==> config.mk <==
export PLATFORM = sky130hd
export DESIGN_NAME = cmd_stream_parser
export DESIGN_NICKNAME = d
export VERILOG_FILES = /design/src/rtl/cmdp_pkg.sv /design/src/rtl/cmdp_hdr_decode.sv /design/src/rtl/cmdp_seq.sv /design/src/rtl/cmdp_out_stage.sv /design/src/rtl/cmd_stream_parser.sv
export SDC_FILE = /design/constraint.sdc
export NUM_CORES = 1
export LEC_CHECK = 0
export ABC_AREA = 0
export BUFFER_PORTS_ARGS = -buffer_cell sky130_fd_sc_hd__buf_2
export CAP_MARGIN = 20
export CORE_AREA = 2 2 103 105
export DETAILED_ROUTE_END_ITERATION = 8
export DIE_AREA = 0 0 105 107
export PLACE_DENSITY_LB_ADDON = 0.15
export SLEW_MARGIN = 40
export SYNTH_ARGS = -nofsm -noshare
export SYNTH_HDL_FRONTEND = slang
export SYNTH_SLANG_ARGS = --single-unit
export TNS_END_PERCENT = 30
==> constraint.sdc <==
create_clock -name clk -period 5.5 [get_ports clk]
set_clock_uncertainty 0.1 [all_clocks]
set_input_delay 0.825 -clock clk [delete_from_list [all_inputs] [get_ports clk]]
set_output_delay 0.825 -clock clk [all_outputs]
set_load 0.01 [all_outputs]
==> src/rtl/cmdp_pkg.sv <==
package cmdp_pkg;
  localparam int WORD_W   = 32;
  localparam int REGIDX_W = 18;
  localparam int OPC_W    = 7;
  localparam int RCNT_W   = 7;
  localparam int OCNT_W   = 15;
  localparam int CNT_W    = OCNT_W;

  localparam logic [3:0] TYPE_NOP = 4'h2;
  localparam logic [3:0] TYPE_REG = 4'h4;
  localparam logic [3:0] TYPE_OP  = 4'h7;

  typedef enum logic [1:0] {PK_NOP, PK_REG, PK_OP, PK_BAD} pkt_kind_e;

  typedef struct packed {
    logic                is_op;
    logic [REGIDX_W-1:0] addr;
    logic [OPC_W-1:0]    opcode;
    logic [WORD_W-1:0]   data;
    logic                has_data;
    logic                last;
  } beat_t;

  // Odd-parity bit for a field: fold into one nibble, index the constant.
  function automatic logic odd_par(input logic [31:0] v);
    logic [3:0] f;
    f = v[3:0] ^ v[7:4] ^ v[11:8] ^ v[15:12] ^ v[19:16] ^ v[23:20] ^ v[27:24] ^ v[31:28];
    return 16'h9669 >> f;
  endfunction
endpackage

==> src/rtl/cmdp_hdr_decode.sv <==
module cmdp_hdr_decode
  import cmdp_pkg::*;
(
  input  logic [WORD_W-1:0]   word,
  output pkt_kind_e           kind,
  output logic [CNT_W-1:0]    count,
  output logic [REGIDX_W-1:0] reg_idx,
  output logic [OPC_W-1:0]    opcode,
  output logic                par_ok
);
  logic reg_cnt_ok, reg_idx_ok, op_cnt_ok, op_opc_ok;

  always_comb begin
    reg_cnt_ok = (odd_par(32'(word[RCNT_W-1:0])) == word[7]);
    reg_idx_ok = (odd_par(32'(word[25:8])) == word[27]);
    op_cnt_ok  = (odd_par(32'(word[OCNT_W-1:0])) == word[15]);
    op_opc_ok  = (odd_par(32'(word[22:16])) == word[23]);
    kind    = PK_BAD;
    count   = '0;
    reg_idx = '0;
    opcode  = '0;
    par_ok  = 1'b1;
    case (word[31:28])
      TYPE_NOP: kind = PK_NOP;
      TYPE_REG: begin
        kind    = PK_REG;
        count   = CNT_W'(word[RCNT_W-1:0]);
        reg_idx = word[25:8];
        par_ok  = reg_cnt_ok && reg_idx_ok;
      end
      TYPE_OP: begin
        kind   = PK_OP;
        count  = word[OCNT_W-1:0];
        opcode = word[22:16];
        par_ok = op_cnt_ok && op_opc_ok;
      end
      default: kind = PK_BAD;
    endcase
  end
endmodule

==> src/rtl/cmdp_seq.sv <==
module cmdp_seq
  import cmdp_pkg::*;
(
  input  logic                clk,
  input  logic                rst_n,
  input  logic                in_valid,
  output logic                in_ready,
  input  logic [WORD_W-1:0]   in_word,
  input  pkt_kind_e           kind,
  input  logic [CNT_W-1:0]    count,
  input  logic [REGIDX_W-1:0] reg_idx,
  input  logic [OPC_W-1:0]    opcode,
  input  logic                par_ok,
  input  logic                slot_free,
  output logic                load,
  output beat_t               ld_beat,
  output logic                err_parity,
  output logic                err_type
);
  typedef enum logic [1:0] {ST_HDR, ST_PAY, ST_SKIP} st_e;

  st_e                 st;
  logic [CNT_W-1:0]    cnt;
  logic [REGIDX_W-1:0] addr;
  logic [OPC_W-1:0]    opc_q;
  logic                is_op_q;
  logic                fire, hdr_fire, pay_fire, skip_fire, hdr_bad_par, hdr_open;

  assign in_ready    = (st == ST_SKIP) || slot_free;
  assign fire        = in_valid && in_ready;
  assign hdr_fire    = fire && (st == ST_HDR);
  assign pay_fire    = fire && (st == ST_PAY);
  assign skip_fire   = fire && (st == ST_SKIP);
  assign hdr_bad_par = hdr_fire && (kind == PK_REG || kind == PK_OP) && !par_ok;
  assign hdr_open    = hdr_fire && (kind == PK_REG || kind == PK_OP) && par_ok;

  always_comb begin
    load    = 1'b0;
    ld_beat = '0;
    if (pay_fire) begin
      load             = 1'b1;
      ld_beat.is_op    = is_op_q;
      ld_beat.addr     = is_op_q ? '0 : addr;
      ld_beat.opcode   = is_op_q ? opc_q : '0;
      ld_beat.data     = in_word;
      ld_beat.has_data = 1'b1;
      ld_beat.last     = (cnt == CNT_W'(1));
    end else if (hdr_open && kind == PK_OP && count == '0) begin
      load           = 1'b1;
      ld_beat.is_op  = 1'b1;
      ld_beat.opcode = opcode;
      ld_beat.last   = 1'b1;
    end
  end

  always_ff @(posedge clk) begin
    if (!rst_n) begin
      st         <= ST_HDR;
      cnt        <= '0;
      addr       <= '0;
      opc_q      <= '0;
      is_op_q    <= 1'b0;
      err_parity <= 1'b0;
      err_type   <= 1'b0;
    end else begin
      err_parity <= hdr_bad_par;
      err_type   <= hdr_fire && (kind == PK_BAD);
      if (hdr_bad_par && count != '0) begin
        st  <= ST_SKIP;
        cnt <= count;
      end else if (hdr_open && count != '0) begin
        st      <= ST_PAY;
        cnt     <= count;
        addr    <= reg_idx;
        opc_q   <= opcode;
        is_op_q <= (kind == PK_OP);
      end else if (pay_fire || skip_fire) begin
        cnt  <= cnt - CNT_W'(1);
        addr <= addr + REGIDX_W'(1);
        if (cnt == CNT_W'(1)) st <= ST_HDR;
      end
    end
  end

  // no beat is produced while announced words are being discarded
  a_r8_skip_silent: assert property (@(posedge clk) disable iff (!rst_n)
    (st == ST_SKIP) |-> !load);
  // a payload beat flagged last leaves the parser in header state
  a_r9_last_returns: assert property (@(posedge clk) disable iff (!rst_n)
    (load && ld_beat.last) |=> (st == ST_HDR));
endmodule

==> src/rtl/cmdp_out_stage.sv <==
module cmdp_out_stage
  import cmdp_pkg::*;
(
  input  logic  clk,
  input  logic  rst_n,
  input  logic  load,
  input  beat_t ld_beat,
  input  logic  out_ready,
  output logic  out_valid,
  output beat_t beat,
  output logic  slot_free
);
  assign slot_free = !out_valid || out_ready;

  always_ff @(posedge clk) begin
    if (!rst_n) begin
      out_valid <= 1'b0;
      beat      <= '0;
    end else if (load) begin
      out_valid <= 1'b1;
      beat      <= ld_beat;
    end else if (out_ready) begin
      out_valid <= 1'b0;
    end
  end

  // the parser never loads over a beat that is not being taken
  a_r10_no_overwrite: assert property (@(posedge clk) disable iff (!rst_n)
    load |-> (!out_valid || out_ready));
  // a stalled beat is held unchanged
  a_r10_hold_stable: assert property (@(posedge clk) disable iff (!rst_n)
    (out_valid && !out_ready) |=> (out_valid && $stable(beat)));
endmodule

==> src/rtl/cmd_stream_parser.sv <==
module cmd_stream_parser
  import cmdp_pkg::*;
(
  input  logic                clk,
  input  logic                rst_n,
  input  logic                in_valid,
  output logic                in_ready,
  input  logic [WORD_W-1:0]   in_word,
  output logic                out_valid,
  input  logic                out_ready,
  output logic                out_is_op,
  output logic [REGIDX_W-1:0] out_addr,
  output logic [OPC_W-1:0]    out_opcode,
  output logic [WORD_W-1:0]   out_data,
  output logic                out_has_data,
  output logic                out_last,
  output logic                err_parity,
  output logic                err_type
);
  pkt_kind_e           kind;
  logic [CNT_W-1:0]    count;
  logic [REGIDX_W-1:0] reg_idx;
  logic [OPC_W-1:0]    opcode;
  logic                par_ok, slot_free, load;
  beat_t               ld_beat, beat;

  cmdp_hdr_decode u_dec (
    .word(in_word), .kind(kind), .count(count), .reg_idx(reg_idx),
    .opcode(opcode), .par_ok(par_ok)
  );

  cmdp_seq u_seq (
    .clk(clk), .rst_n(rst_n), .in_valid(in_valid), .in_ready(in_ready),
    .in_word(in_word), .kind(kind), .count(count), .reg_idx(reg_idx),
    .opcode(opcode), .par_ok(par_ok), .slot_free(slot_free), .load(load),
    .ld_beat(ld_beat), .err_parity(err_parity), .err_type(err_type)
  );

  cmdp_out_stage u_out (
    .clk(clk), .rst_n(rst_n), .load(load), .ld_beat(ld_beat),
    .out_ready(out_ready), .out_valid(out_valid), .beat(beat),
    .slot_free(slot_free)
  );

  assign out_is_op    = beat.is_op;
  assign out_addr     = beat.addr;
  assign out_opcode   = beat.opcode;
  assign out_data     = beat.data;
  assign out_has_data = beat.has_data;
  assign out_last     = beat.last;

  // an event without data is always a lone opcode event
  a_r6_empty_event: assert property (@(posedge clk) disable iff (!rst_n)
    (out_valid && !out_has_data) |-> (out_is_op && out_last));
  // one header cannot be both a type error and a parity error
  a_r1_err_exclusive: assert property (@(posedge clk) disable iff (!rst_n)
    !(err_parity && err_type));
endmodule

-- Yosys cells after proc, flatten, opt, wreduce, memory -nomap -nowiden
Index checks and enable logic that the tools add are counted.
- add/sub/neg operators: 2
- equal/unequal tests: 13
- shifts and indexed selects: 4
- multiplexer cells: 26
- bitwise operators: 11
- reductions and logical operators: 33
- operator list (kind ; count):
    $mux W18 ; 5
    $shr A16 B4 Y1 const A ; 4
    $mux W15 ; 3
    $mux W33 ; 1
    $pmux W15 S2 ; 1
    $mux W7 ; 4
    $xor A4 B4 Y4 ; 5
    $add A18 B1 Y18 const B ; 1
    $eq A15 B1 Y1 const B ; 1
    $logic_not A15 Y1 ; 1
    $reduce_bool A15 Y1 ; 1
    $sub A15 B1 Y15 const B ; 1
    $logic_and A1 B1 Y1 ; 14
    $xor A4 B3 Y4 ; 3
    $eq A4 B3 Y1 const B ; 2
    $mux W2 ; 4
    $reduce_and A2 Y1 ; 4
    $eq A2 B2 Y1 const B ; 3
    $mux W1 ; 6
    $pmux W2 S3 ; 1
    $reduce_bool A2 Y1 ; 3
    $reduce_bool A3 Y1 ; 2
    $eq A1 B1 Y1 ; 4
    $eq A2 B1 Y1 const B ; 2
    8 further kinds ; 13
- register bits: 106
- bits of input ports: 36
- output and inout port bits: 64
- logic and storage cells: 104

-- Longest topological paths before layout
- depth after elaboration: 14
- gate-level depth with buffers: 12
- mapped depth without buffers: 10

-- Modules after synthesis
A second synthesis with hierarchy kept.
- cells, all modules: 635
- area, all modules: 5665.4 um2
- modules (own cells, without submodules) (module ; times used ; cells each ; area an instance (um2) ; sequential area each (um2)):
    cmdp_seq ; 1 ; 353 ; 2721.4 ; 900.9
    cmdp_out_stage ; 1 ; 197 ; 2338.5 ; 1221.2
    cmdp_hdr_decode ; 1 ; 85 ; 605.6 ; 0.0

-- Worst setup path before layout
OpenSTA, ideal clock, no wires.
- path kind: input to register
- start: input port in_word[31]
- end: register u_seq.cnt[14]
- library setup time: 122 ps
- data arrival time: 3398 ps
- data required time: 5278 ps
- slack: 1881 ps
- cell stages on the path: 11
- path buffers: 1
- path through: nand2b_1 > nor3_1 > inv_1 > ha_1 > nor3_1 > a22oi_1 > nand2b_1 > buf_2 > and3_1 > o21bai_1 > a221o_1
- longest elaborated chain between the ends: 9
- elaborated cells on any way between the ends: 19
- those cells by class: eq/ne: 5; mux: 5; reduce/logical: 9
- RTL lines (what ; line ; text):
    from (decl) ; cmd_stream_parser.sv:8 ; input logic [WORD_W-1:0] in_word,
    $eq A4 B3 Y1 / $eq A4 B2 Y1 (equally long branches) ; cmdp_hdr_decode.sv:23 ; case (word[31:28])
    $pmux W2 S3 ; cmdp_hdr_decode.sv:23 ;
    $eq A2 B1 Y1 / $eq A2 B2 Y1 (equally long branches) ; cmdp_seq.sv:34, cmdp_seq.sv:35 ;
    $logic_or A1 B1 Y1 ; cmdp_seq.sv:34, cmdp_seq.sv:35 ;
    $logic_and A1 B1 Y1 ; cmdp_seq.sv:34, cmdp_seq.sv:35 ;
    $logic_and A1 B1 Y1 ; cmdp_seq.sv:35 ; assign hdr_open = hdr_fire && (kind == PK_REG || kind == PK_OP) && par_ok;
    $logic_and A1 B1 Y1 ; cmdp_seq.sv:71 ; end else if (hdr_open && count != '0) begin
    $mux W15 ; cmdp_seq.sv:71 ;
    $mux W15 ; cmdp_seq.sv:68 ; if (hdr_bad_par && count != '0) begin
    to (signal assigned) ; cmdp_seq.sv:70 ; cnt <= count;
    to (signal assigned) ; cmdp_seq.sv:73 ; cnt <= count;
    to (signal assigned) ; cmdp_seq.sv:78 ; cnt <= cnt - CNT_W'(1);
    to (decl) ; cmdp_seq.sv:23 ; logic [CNT_W-1:0] cnt;
Several ways; a longest one is shown, not always the timed one.
A chain may end at the register's enable or synchronous reset.

-- Worst setup path in the final report
- start: input port in_word[31]
- end: register u_seq.is_op_q
- longest elaborated chain between the ends: 9
- elaborated cells on any way between the ends: 18
- those cells by class: eq/ne: 5; mux: 3; bitwise: 1; reduce/logical: 9
- RTL lines (what ; line ; text):
    $eq A4 B3 Y1 / $eq A4 B2 Y1 (equally long branches) ; cmdp_hdr_decode.sv:23 ;
    $pmux W2 S3 ; cmdp_hdr_decode.sv:23 ;
    $eq A2 B1 Y1 / $eq A2 B2 Y1 (equally long branches) ; cmdp_seq.sv:34, cmdp_seq.sv:35, cmdp_seq.sv:76 ;
    $logic_or A1 B1 Y1 ; cmdp_seq.sv:34, cmdp_seq.sv:35 ;
    $logic_and A1 B1 Y1 ; cmdp_seq.sv:34, cmdp_seq.sv:35 ;
    $logic_and A1 B1 Y1 ; cmdp_seq.sv:34 ; assign hdr_bad_par = hdr_fire && (kind == PK_REG || kind == PK_OP) && !par_ok;
    $logic_and A1 B1 Y1 ; cmdp_seq.sv:68 ;
    $not A1 Y1 (no line) ; -- ;
    $reduce_and A2 Y1 (no line) ; -- ;
    to (signal assigned) ; cmdp_seq.sv:76 ; is_op_q <= (kind == PK_OP);
    to (decl) ; cmdp_seq.sv:26 ; logic is_op_q;
Several ways; a longest one is shown, not always the timed one.

==> flow_summary_export.csv <==
group,metric,value,unit
timing,relSlewSlack,0.484,
cells_and_area,fillers,961,
worst_setup_path,reg2reg_depth,8,
clocking,cts_tree,"done",
worst_setup_path,cpMaxStageDelayCell,"a21oi_4",
clocking,clockBufferDepth,2,
yosys,synth_compound_area_frac,0.151,
clocking,cts.sinks,106,
yosys,synthSimpleGateAreaFrac,0.269,
yosys,synth_top_family_by_area,"simple AND/OR/NAND/NOR gates",
min_path,hold_class,"flop to flop",
power_and_ir_drop,p_int,0.000997,W
power_and_ir_drop,pwr-share-seq,0.562,
worst_setup_path,path_cells,"buf_2, nand2b_1, nor3_1, buf_4, inv_1, ha_1, nor3_1, a22oi_1, nand2b_1, a21oi_4, buf_8, buf_8, mux2i_1",
power_and_ir_drop,p_comb_frac,0.109,
placed_design,portBuffers,99,
worst_setup_path,cp-end-kind,"flop",
floorplanning,core-area,10100,µm²
timing,slew_violations,0,
grt,globalRoute.totalOverflow,0,
power_and_ir_drop,p_clk_frac,0.329,
floorplanning,io_pins,100,
floorplanning,die_w,105,µm
yosys,yosysTopAreaCellShare,0.392,
timing,layout_min_cycle_time,3.82,ns
worst_setup_path,cp.arrival,4.02,ns
yosys,yosysWarningCount,0,
yosys,yosysTopAreaCell,"dfxtp_1",
timing,tightest_slew,0.773,ns
clocking,cts_buffers,9,
worst_setup_path,critPathBufInv,5,
clocking,clk_pin_slew,0.10,ns
drt,drc,0,
drt,ant_nets,0,
power_and_ir_drop,power_density,222,nW/µm²
cells_and_area,nets,784,
worst_setup_path,required,5.70,ns
timing,max_freq,0.262,GHz
drt,wl_per_cell,16.8,µm
run_status,status,"finished clean",
drt,vias_per_cell,5.90,
power_and_ir_drop,power,0.00137,W
timing,fin_crit_sh,0.694,
worst_setup_path,path_class,"input pin to flop",
drt,first_pass_iters,5,
yosys,synth-seq-area-share,0.392,
cells_and_area,area_delta_synth_final,13.8,%
power_and_ir_drop,ir_drop,0.112,mV
drt,drtIter0Drc,349,
grt,grt_pass1_vias,4824,
floorplanning,die_y,107,µm
grt,track_usage,0.264,
floorplanning,dieArea,11200,µm²
yosys,syn_area_per_cell,8.05,µm²
clocking,clock_latency,0.37,ns
yosys,synth_xor_xnor_area_share,0.0784,
yosys,async_flop_share,0,
drt,vias,5218,
yosys,synthCells,672,
worst_setup_path,worst_setup_path_start_kind,"input pin",
worst_setup_path,ff2ff_setup_slack,2.78,ns
power_and_ir_drop,p_sw_frac,0.272,
drt,wl,14.8,mm
yosys,synth_fa_ha_area_frac,0.0116,
run,maxCapViolations,0,
cells_and_area,drive_gt1_frac,0.179,
timing,rsz0062_at_grt,"no",
yosys,synth-seq-cells,106,
worst_setup_path,cpLargestDelayFamily,"simple AND/OR/NAND/NOR gates",
worst_setup_path,r2r_start,"u_seq.st[1]",
worst_setup_path,max_stage_delay,0.49,ns
clocking,root_buffer,"clkbuf_8",
yosys,synthTopCellsByArea,"dfxtp_1, nand3_1, nand2_1, xnor2_1, o21ai_0",
clocking,ctsResizeCount,0,
worst_setup_path,cp_max_fo,10,
worst_setup_path,reg2reg_to,"u_seq.is_op_q",
grt,grt_pass1_wl,23.8,mm
timing,setup_viol,0,
yosys,ys_types,53,
min_path,min_to,"u_seq.opc_q[1]",
timing,hold_violations,0,
timing,setup_tns,0,ns
clocking,htree_levels,3,
yosys,muxShareOfSynthArea,0.0462,
min_path,hold_path_depth,2,
cells_and_area,layout_common_cells,"nand3_1, dfxtp_1, buf_2, nand2_1, o21ai_0",
placed_design,dp_hpwl,10.2,mm
yosys,synth_fp_nets,713,
yosys,synth_area,5410,µm²
placed_design,gp_congestion,0.881,
worst_setup_path,cp.depth,13,
cells_and_area,final_common_cell,"nand3_1",
yosys,synth_edf_count,0,
floorplanning,fp-row-count,37,
grt,grt_max_degree,74,
min_path,hold_start,"u_seq.opc_q[1]",
power_and_ir_drop,cellLeakagePower,2.37,nW
grt,antenna_found_initial,0,
cells_and_area,diodes,0,
clocking,cts_setup_buffers,0,
floorplanning,initial_core_util,0.536,
clocking,cts-hold-fix-buffers,0,
yosys,synth_flop_cell,"dfxtp_1",
power_and_ir_drop,power.switching,0.000372,W
-- worst max-delay path by stage --
stage	start	end	slack, ns
final	in_word[31]	u_seq.is_op_q	1.68
after global placement	in_word[31]	u_seq.addr[17]	1.38
after global routing	in_word[31]	u_seq.addr[11]	1.42
after CTS	in_word[31]	u_out.beat[18]	1.65
after floorplan	in_word[31]	u_seq.cnt[14]	1.88
after detailed placement	in_word[31]	u_out.beat[18]	1.27
-- stage by stage --
step	std cells	instance area (µm²)	utilization	hold slack (ns)	setup WS, ns
2_1_floorplan	672	5410	-	0.335	1.88
3_3_place_gp	864	5910	0.585	0.342	1.38
3_5_place_dp	867	5960	0.591	0.349	1.27
4_1_cts	883	6140	0.608	0.369	1.65
5_1_grt	884	6160	0.610	0.392	1.42
6_report	884	6160	0.610	0.368	1.68
-- kinds of logic (layout without fill, tap and decap cells) --
family,count (synthesis),in the layout
adder cells (fa/ha/maj),5,5
multiplexers,25,25
buffers and inverters,61,137
flip-flops,106,106
XOR/XNOR,46,46
AND/OR/NAND/NOR,299,299
AO/OA/AOI/OAI,130,130
-- worst reg2reg max path: stages (launching register included) --
cell and delay (ns):
dfxtp_1 0.34, inv_1 0.10, nand3_1 0.18, nor3_1 0.49, nand2b_1 0.38, a21oi_4 0.49
buf_8 0.22, buf_8 0.16, mux2i_1 0.19
-- registers in the layout, indices dropped and copies added (netlist names) --
name              cells
u_seq.err_parity      1
u_seq.cnt            15
u_seq.is_op_q         1
u_seq.opc_q           7
u_seq.err_type        1
u_seq.addr           18
u_out.beat           60
u_seq.st              2
u_out.out_valid       1
-- area by class of cell --
cell class	instances	area, µm²	area share
Clock buffer	10	128	0.0207
Clock inverter	6	50.0	0.00813
Inverter	12	45.0	0.00732
Multi-Input combinational cell	505	3030	0.493
Sequential cell	106	2120	0.345
Tap cell	136	170	0.0276
Timing Repair Buffer	109	608	0.0988
-- routing by layer --
layer	wire, µm	share of wire	vias up	track usage
met2	6830	0.46	189	0.419
li1	-	-	2529	-
met1	6840	0.46	2470	0.369
met3	853	0.057	30	0.0401
met4	316	0.021	0	0.0867
met5	0	0	-	0
-- synthesized netlist by cell type (7+ instances only) --
cell type,count
o2111ai_1,10
a32oi_1,7
nor2_1,26
mux2i_1,25
buf_2,7
and3_1,14
inv_1,12
o21ai_1,7
dfxtp_1,106
nor3_1,11
xnor2_1,33
nand2_1,89
o21ai_0,54
clkbuf_1,38
xor2_1,11
a21oi_1,20
nor4_1,7
nand3_1,119
-- power groups by stage --
stage | logic, W | registers (W) | clock network, W
after floorplan | 0.0000976 | 0.000787 | 0
after global placement | 0.000143 | 0.000786 | 0
after detailed placement | 0.000146 | 0.000786 | 0
after CTS | 0.000147 | 0.000768 | 0.000457
after global routing | 0.000159 | 0.000769 | 0.000490
final | 0.000149 | 0.000768 | 0.000451
Power figures use the tool's default switching activity.
